**src/rtl/mcd_pkg.sv**
```systemverilog
package mcd_pkg;

   typedef enum logic [0:0] {
      SEQ_RUN  = 1'b0,
      SEQ_HOLD = 1'b1
   } seq_state_e;

   typedef struct packed {
      logic filt;
      logic frame;
   } tick_t;

   function automatic int unsigned max2(input int unsigned a, input int unsigned b);
      return (a > b) ? a : b;
   endfunction

endpackage

```
**src/rtl/mcd_pin_monitor.sv**
```systemverilog
module mcd_pin_monitor #(
   parameter int unsigned SYNC_STAGES = 2,
   parameter int unsigned STATIC_CYC  = 64,
   parameter bit          SEL_RESET   = 1'b1
) (
   input  logic clk_i,
   input  logic rst_ni,
   input  logic pin_i,
   output logic static_o,
   output logic level_o
);

   localparam int unsigned CW = $clog2(STATIC_CYC);

   logic [SYNC_STAGES:0] sync_q;
   logic                 pin_s;
   logic                 prev_q;
   logic [CW-1:0]        cnt_q;
   logic                 static_q;
   logic                 level_q;

   assign sync_q[0] = pin_i;

   // synchronizer depth is a parameter; zero stages passes the pin through
   for (genvar g = 1; g <= SYNC_STAGES; g++) begin : g_sync
      always_ff @(posedge clk_i) begin
         if (!rst_ni) sync_q[g] <= 1'b1;
         else         sync_q[g] <= sync_q[g-1];
      end
   end

   assign pin_s = sync_q[SYNC_STAGES];

   always_ff @(posedge clk_i) begin
      if (!rst_ni) begin
         prev_q   <= 1'b1;
         cnt_q    <= '0;
         static_q <= 1'b0;
         level_q  <= SEL_RESET;
      end else begin
         prev_q <= pin_s;
         if (pin_s != prev_q) begin
            cnt_q    <= '0;
            static_q <= 1'b0;
         end else if (cnt_q == CW'(STATIC_CYC - 1)) begin
            static_q <= 1'b1;
         end else begin
            cnt_q <= cnt_q + 1'b1;
         end
         if (static_q && (pin_s == prev_q)) level_q <= pin_s;
      end
   end

   assign static_o = static_q;
   assign level_o  = level_q;

endmodule

```
**src/rtl/mcd_frame_seq.sv**
```systemverilog
module mcd_frame_seq
   import mcd_pkg::*;
#(
   parameter int unsigned DIV_HI    = 8,
   parameter int unsigned DIV_LO    = 6,
   parameter int unsigned SLOTS     = 32,
   parameter int unsigned HOLD_CYC  = 1,
   parameter bit          SEL_RESET = 1'b1
) (
   input  logic clk_i,
   input  logic rst_ni,
   input  logic sel_next_i,
   input  logic fsx_i,
   output logic filt_ce_o,
   output logic frame_ce_o,
   output logic sel_fast_o
);

   localparam int unsigned DMAX = max2(DIV_HI, DIV_LO);
   localparam int unsigned PW   = $clog2(DMAX);
   localparam int unsigned SW   = $clog2(SLOTS);
   localparam int unsigned HW   = $clog2(HOLD_CYC + 1);

   logic [PW-1:0] pre_q, pre_d, div_m1;
   logic [SW-1:0] slot_q, slot_d;
   logic [HW-1:0] hold_q, hold_d;
   seq_state_e    st_q, st_d;
   logic          lock_q, lock_d;
   logic          sel_q, sel_d;
   logic          fsx_q, fsx_edge;
   logic          tick, restart;
   tick_t         ev, ev_q;

   assign fsx_edge = fsx_i & ~fsx_q;
   assign div_m1   = sel_q ? PW'(DIV_HI - 1) : PW'(DIV_LO - 1);
   assign tick     = (pre_q == div_m1);

   always_comb begin
      pre_d    = pre_q;
      slot_d   = slot_q;
      hold_d   = hold_q;
      st_d     = st_q;
      lock_d   = lock_q;
      sel_d    = sel_q;
      ev       = '0;
      restart  = 1'b0;
      if (fsx_edge) begin
         restart = 1'b1;
         lock_d  = 1'b1;
      end else if (st_q == SEQ_HOLD) begin
         if (hold_q == HW'(HOLD_CYC - 1)) begin
            restart = 1'b1;
            lock_d  = 1'b0;
         end else begin
            hold_d = hold_q + 1'b1;
         end
      end else if (tick && (slot_q == SW'(SLOTS - 1))) begin
         if (lock_q) begin
            st_d   = SEQ_HOLD;
            hold_d = '0;
         end else begin
            restart = 1'b1;
         end
      end else if (tick) begin
         ev.filt = 1'b1;
         pre_d   = '0;
         slot_d  = slot_q + 1'b1;
      end else begin
         pre_d = pre_q + 1'b1;
      end
      if (restart) begin
         ev.filt  = 1'b1;
         ev.frame = 1'b1;
         pre_d    = '0;
         slot_d   = '0;
         hold_d   = '0;
         st_d     = SEQ_RUN;
         sel_d    = sel_next_i;
      end
   end

   always_ff @(posedge clk_i) begin
      if (!rst_ni) begin
         pre_q  <= '0;
         slot_q <= '0;
         hold_q <= '0;
         st_q   <= SEQ_RUN;
         lock_q <= 1'b0;
         sel_q  <= SEL_RESET;
         fsx_q  <= 1'b0;
         ev_q   <= '0;
      end else begin
         pre_q  <= pre_d;
         slot_q <= slot_d;
         hold_q <= hold_d;
         st_q   <= st_d;
         lock_q <= lock_d;
         sel_q  <= sel_d;
         fsx_q  <= fsx_i;
         ev_q   <= ev;
      end
   end

   assign filt_ce_o  = ev_q.filt;
   assign frame_ce_o = ev_q.frame;
   assign sel_fast_o = sel_q;

endmodule

```
**src/rtl/mcd_clk_divsel.sv**
```systemverilog
module mcd_clk_divsel #(
   parameter int unsigned DIV_HI      = 8,
   parameter int unsigned DIV_LO      = 6,
   parameter int unsigned SLOTS       = 32,
   parameter int unsigned HOLD_CYC    = 1,
   parameter int unsigned STATIC_CYC  = 64,
   parameter int unsigned SYNC_STAGES = 2,
   parameter bit          SEL_DEFAULT = 1'b1
) (
   input  logic clk_i,
   input  logic rst_ni,
   input  logic bclkr_pin_i,
   input  logic fsx_i,
   output logic filt_ce_o,
   output logic frame_ce_o,
   output logic sync_mode_o,
   output logic sel_fast_o
);

   if (DIV_HI < 2 || DIV_LO < 2) begin : g_bad_div
      $error("divide ratios must be at least 2");
   end
   if (SLOTS < 2) begin : g_bad_slots
      $error("SLOTS must be at least 2");
   end
   if (HOLD_CYC < 1) begin : g_bad_hold
      $error("HOLD_CYC must be at least 1");
   end
   if (STATIC_CYC < 4) begin : g_bad_static
      $error("STATIC_CYC must be at least 4");
   end

   logic sel_next;

   mcd_pin_monitor #(
      .SYNC_STAGES (SYNC_STAGES),
      .STATIC_CYC  (STATIC_CYC),
      .SEL_RESET   (SEL_DEFAULT)
   ) pin_mon_i (
      .clk_i    (clk_i),
      .rst_ni   (rst_ni),
      .pin_i    (bclkr_pin_i),
      .static_o (sync_mode_o),
      .level_o  (sel_next)
   );

   mcd_frame_seq #(
      .DIV_HI    (DIV_HI),
      .DIV_LO    (DIV_LO),
      .SLOTS     (SLOTS),
      .HOLD_CYC  (HOLD_CYC),
      .SEL_RESET (SEL_DEFAULT)
   ) seq_i (
      .clk_i      (clk_i),
      .rst_ni     (rst_ni),
      .sel_next_i (sel_next),
      .fsx_i      (fsx_i),
      .filt_ce_o  (filt_ce_o),
      .frame_ce_o (frame_ce_o),
      .sel_fast_o (sel_fast_o)
   );

endmodule

```
**config.mk**
```make
export PLATFORM = sky130hd
export DESIGN_NAME = mcd_clk_divsel
export DESIGN_NICKNAME = d
export VERILOG_FILES = /design/src/rtl/mcd_pkg.sv /design/src/rtl/mcd_pin_monitor.sv /design/src/rtl/mcd_frame_seq.sv /design/src/rtl/mcd_clk_divsel.sv
export SDC_FILE = /design/constraint.sdc
export NUM_CORES = 1
export LEC_CHECK = 0
export CAP_MARGIN = 40
export CORE_MARGIN = 2
export CORE_UTILIZATION = 40
export DETAILED_ROUTE_END_ITERATION = 16
export PLACE_DENSITY = 0.57
export SLEW_MARGIN = 20
export SYNTH_ARGS = -nofsm -noshare
export SYNTH_HDL_FRONTEND = slang
export SYNTH_SLANG_ARGS = --single-unit
export TNS_END_PERCENT = 1
```
**constraint.sdc**
```tcl
create_clock -name clk_i -period 3 [get_ports clk_i]
set_input_delay 0.3 -clock clk_i [delete_from_list [all_inputs] [get_ports clk_i]]
set_output_delay 0.3 -clock clk_i [all_outputs]
set_load 0.05 [all_outputs]
```
# After elaboration in Yosys (flattened, before gate mapping)
# Cells that the tools add are included.
dict set report op_classes {
  addsub 4
  eq_ne 6
  mux 22
  bitwise_logic 6
  reduce_logical 11
}
# cell count
set ops {}
lappend ops {{1-bit two-way mux} 19}
lappend ops {{6-bit by 1-bit adder with 6-bit output, second input constant} 1}
lappend ops {{6-bit equality test, second input constant} 1}
lappend ops {{3-bit AND reduction} 2}
lappend ops {{2-bit nonzero test} 3}
lappend ops {{5-bit by 1-bit adder with 5-bit output, second input constant} 1}
lappend ops {{5-bit equality test, second input constant} 1}
lappend ops {{1-bit inverter} 5}
lappend ops {{2-bit two-way mux} 2}
lappend ops {{4-bit AND reduction} 1}
lappend ops {{2-bit OR reduction} 2}
lappend ops {{3-bit by 1-bit adder with 3-bit output, second input constant} 1}
lappend ops {{3-bit equality test} 1}
lappend ops {{3-bit two-way mux} 1}
lappend ops {{1-bit logical AND} 2}
lappend ops {{2-bit inequality test, second input constant} 1}
lappend ops {{2-bit AND reduction} 1}
lappend ops {{1-bit adder, second input constant} 1}
lappend ops {{1-bit bitwise AND} 1}
lappend ops {{1-bit equality test} 1}
lappend ops {{1-bit inequality test} 1}
dict set report word_totals {
  regBits 26
  output_inout_bits 4
}

# Longest topological paths before layout
dict set report depth {
  ltp_word 7
  ltp_mapped 8
  depth_no_buf 7
}

# Hierarchy
# Synthesis repeated with hierarchy kept, for this count alone.
dict set report hier_totals {
  hier_cells 115
  area_unflattened_um2 1101.1
}
# module n_inst cells_each area_each_um2 seq_area_each_um2
set modules_own_cells {}
lappend modules_own_cells {mcd_frame_seq 1 68 645.6 280.3}
lappend modules_own_cells {mcd_pin_monitor 1 47 455.4 220.2}

# Worst setup path after synthesis
# OpenSTA, ideal clock, no wires.
dict set report synth_timing {
  kind {flip-flop to flip-flop}
  startpoint {reg seq_i.sel_q, in the netlist seq_i.sel_fast_o}
  endpoint {reg seq_i.slot_q[1]}
  setup_ns 0.074
  t_arrival_ns 1.745
  t_required_ns 2.926
  path_slack_ns 1.182
  stages_incl_launch_ff 6
  path_buffers 1
  synth_period_minus_slack_ns 1.818
  path_cell_list {dfxtp_1 > xnor2_1 > nand3_1 > buf_6 > or4b_1 > a21oi_1}
}
dict set report synth_via {
  elab_chain_len 7
}
# item line
set synth_lines {}
lappend synth_lines {{start: declaration} mcd_frame_seq.sv:29} ;# logic sel_q, sel_d;
lappend synth_lines {{start signal: assignment} mcd_frame_seq.sv:98} ;# sel_q <= sel_d;
lappend synth_lines {{2-bit two-way mux (*)} mcd_frame_seq.sv:35} ;# assign div_m1 = sel_q ? PW'(DIV_HI - 1) : PW'(DIV_LO - 1);
lappend synth_lines {{3-bit equality test (*)} mcd_frame_seq.sv:36} ;# assign tick = (pre_q == div_m1);
lappend synth_lines {{1-bit logical AND} mcd_frame_seq.sv:57} ;# end else if (tick && (slot_q == SW'(SLOTS - 1))) begin
lappend synth_lines {{1-bit two-way mux} mcd_frame_seq.sv:57}
lappend synth_lines {{1-bit two-way mux} mcd_frame_seq.sv:50} ;# end else if (st_q == SEQ_HOLD) begin
lappend synth_lines {{1-bit two-way mux} mcd_frame_seq.sv:47} ;# if (fsx_edge) begin
lappend synth_lines {{2-bit OR reduction (no line)} -}
lappend synth_lines {{end signal: assignment} mcd_frame_seq.sv:94} ;# slot_q <= slot_d;
lappend synth_lines {{end: declaration} mcd_frame_seq.sv:25} ;# logic [SW-1:0] slot_q, slot_d;
# Every way passes the cells marked *; elsewhere a longest branch is shown, timed or not.
# A chain may end at the register's enable or synchronous reset.

# Final worst setup path
dict set report layout_timing {
  startpoint {reg seq_i.slot_q[0]}
  endpoint {reg seq_i.sel_q, in the netlist seq_i.sel_fast_o}
}
dict set report layout_via {
  elab_chain_len 5
}
# item line
set layout_lines {}
lappend layout_lines {{5-bit equality test} mcd_frame_seq.sv:57}
lappend layout_lines {{1-bit logical AND} mcd_frame_seq.sv:57}
lappend layout_lines {{1-bit two-way mux} mcd_frame_seq.sv:57}
lappend layout_lines {{1-bit two-way mux} mcd_frame_seq.sv:50}
lappend layout_lines {{1-bit two-way mux} mcd_frame_seq.sv:47}
# Every way passes these cells.

==> summary.md <==
| Metric | Value |
|---|---|
| Outcome | finished clean |
| Data required time of the worst path | 3.26 ns |
| Min cycle time layout | 1.98 ns |
| DR WL/cell | 11.9 µm |
| Total CTS buffers | 3 |
| Largest net degree at the start of global routing | 16 |
| Worst setup path start | seq_i.slot_q[0] |
| P_leak | 0.418 nW |
| Part of the Yosys area used for sequential elements | 0.476 |
| Syn Std Cell Area | 1050 µm² |
| Library cells used by synthesis | 30 |
| Crit. End Element | flip-flop |
| Skew-Pair Late Insertion Delay | 0.32 ns |
| Peak VDD IR | 0.332 mV |
| First drt pass iteration count | 4 |
| Critical path class | flip-flop to flip-flop |
| Core Area | 2480 µm² |
| H-tree depth | 1 |
| Full die area | 3060 µm² |
| DR vias | 823 |
| Final Max Slew Viols | 0 |
| Syn_area_per_cell | 9.31 µm² |
| Top FF cell, synth | dfxtp_1 |
| Final Hold Fails | 0 |
| Area leader, netlist | dfxtp_1 |
| Site Rows | 18 |
| Async SR Flop Fraction | 0 |
| Design area | 1160 µm² |
| Final worst-path cycle share | 0.659 |
| Worst Tran Pin Value | 0.513 ns |
| Most common cell after layout, fill and taps aside | dfxtp_1 |
| CTS Hold Buffers Added | 0 |
| Worst Skew | 0.00693 ns |
| TritonCTS clock tree | done |
| Antenna cells | 0 |
| Post-cts resize count | 0 |
| Initial antenna violation count | 0 |
| Synthesized instance count | 113 |
| Routed wire length | 1780 µm |
| YS warnings | 0 |
| First-pass GRT wire length | 3460 µm |
| Starting Density | 0.425 |
| Crit path DAT | 2.24 ns |
| Total chip power | 539 µW |
| GPL Wtd Cong | 0.741 |
| DRC errors left | 0 |
| Final setup margin | 1.02 ns |
| Sinks on Clock Net | 25 |
| Port bufs | 7 |
| Max-cap violation count | 0 |
| Most frequent cells in the layout | 25 x dfxtp_1, 13 x nor2_1, 11 x a21oi_1 |
| Global route total overflow | 0 |
| Remaining antenna violation count | 0 |
| Nets | 129 |
| Vias/cell | 5.49 |
| Finish-stage setup viols | 0 |
| Clk pin slew, worst setup/hold paths | 0.13 ns |
| Post-Syn Nets | 121 |
| RSZ-0062 raised after global routing | false |
| Setup tns final | 0 ns |
| Layout area overhead | 10.6% |
| Share of cells above drive strength 1 | 0.0250 |
| Crit path max fanout | 10 |
| CTS max path bufs | 2 |
| Initial DRC count | 10 |
| Area fraction of the dominant cell type after synthesis | 0.476 |
| Hold Startpoint | pin_mon_i.sync_q[1] |
| Crit start category | flip-flop |
| R2R Path Start | seq_i.slot_q[0] |
| Dominant cells by area after synthesis | dfxtp_1 48%, a21oi_1 5.2%, ha_1 4.8% |
| Slew Limit Headroom | 0.658 |
| EDFF count, synth | 0 |
| Number of global-route vias before repair | 819 |
| Chip Width | 55.3 µm |
| Max Fclk | 506 MHz |
| CTS root buf | clkbuf_4 |
| I/O pins | 8 |
| Die Span Y | 55.3 µm |
| Setup bufs post-CTS | 0 |
| Flops & latches, synth | 25 |
| HPWL after detailed placement | 1300 µm |
| Hold Path Class | flip-flop to flip-flop |
| Placed cell area | 1140 µm² |
| GRT Total Usage | 0.137 |
| PD cells | 463 nW/µm² |
| Pre-CTS WS | 1.05 ns |
-- area by class of cell --
| class | instances | area [µm²] |
|---|---|---|
| Multi-Input combinational cell | 83 | 526 |
| Sequential cell | 25 | 500 |
| Fill cell | 264 | 1310 |
| Tap cell | 30 | 37.5 |
| Clock buffer | 4 | 26.3 |
| Inverter | 1 | 3.75 |
| Timing Repair Buffer | 7 | 70.1 |
-- where the power goes --
part           internal, mW  switching, mW
Combinational        0.0169         0.0246
Clock                0.0521         0.0962
Sequential            0.342        0.00723
Total                 0.411          0.128
-- stage by stage --
stage               cells  hold WS, ns   util
floorplan             113        0.386      -
global placement      146        0.406  0.459
detailed placement    146        0.408  0.459
CTS                   150        0.433  0.470
global route          150        0.458  0.470
finish                150        0.427  0.470
-- synthesized netlist by cell type, drive strengths merged, types with 2 or more instances --
cell	instances
mux2i	2
or4	3
o31ai	6
and3	2
nand3	5
ha	4
dfxtp	25
o21ai	2
a21oi	11
nand2	4
nor2	13
a31oi	2
nor3	4
nand3b	2
nand2b	8
xnor2	3
clkbuf	2
buf	2
xor2	2
or4b	2
-- logic make-up (layout without fill, tap and decap cells) --
logic type	Yosys count	count (layout)	synth area share
AND/OR/NAND/NOR	46	46	0.238
flip-flops	25	25	0.476
XOR/XNOR	5	5	0.0416
AO/OA/AOI/OAI	26	26	0.153
adder cells (fa/ha/maj)	4	4	0.0476
multiplexers	2	2	0.0190
buffers and inverters	5	12	0.0250
-- worst paths after layout --
path,to,slack [ns],cells after the start
setup / recovery,seq_i.sel_fast_o,1.02,7
hold / removal,pin_mon_i.pin_s,0.43,1
setup reg to reg,seq_i.sel_fast_o,1.02,7
hold reg to reg,pin_mon_i.pin_s,0.43,1
-- flip-flops by register name (all words and copies together) (netlist names) --
register            cells
pin_mon_i.cnt_q         6
pin_mon_i.level_o       1
pin_mon_i.pin_s         1
pin_mon_i.prev_q        1
pin_mon_i.static_o      1
pin_mon_i.sync_q        1
seq_i.filt_ce_o         1
seq_i.frame_ce_o        1
seq_i.fsx_q             1
seq_i.lock_q            1
seq_i.pre_q             3
seq_i.sel_fast_o        1
seq_i.slot_q            5
seq_i.st_q              1
-- metal layers --
layer | up-vias | global-route usage | wire length [µm]
met1 | 392 | 0.175 | 875
met4 | 0 | 0.0453 | 27
met2 | 8 | 0.228 | 837
met3 | 3 | 0.0304 | 38
met5 | - | 0 | 0
li1 | 420 | - | -
-- critical path, stage by stage, from the launching register on --
cell,delay [ns]
dfxtp_1,0.40
ha_1,0.18
and3_1,0.16
ha_1,0.31
nand3_1,0.14
nor3_1,0.20
nand3b_1,0.35
a2bb2oi_1,0.18
Note: power is estimated with default switching activity, not from simulation.
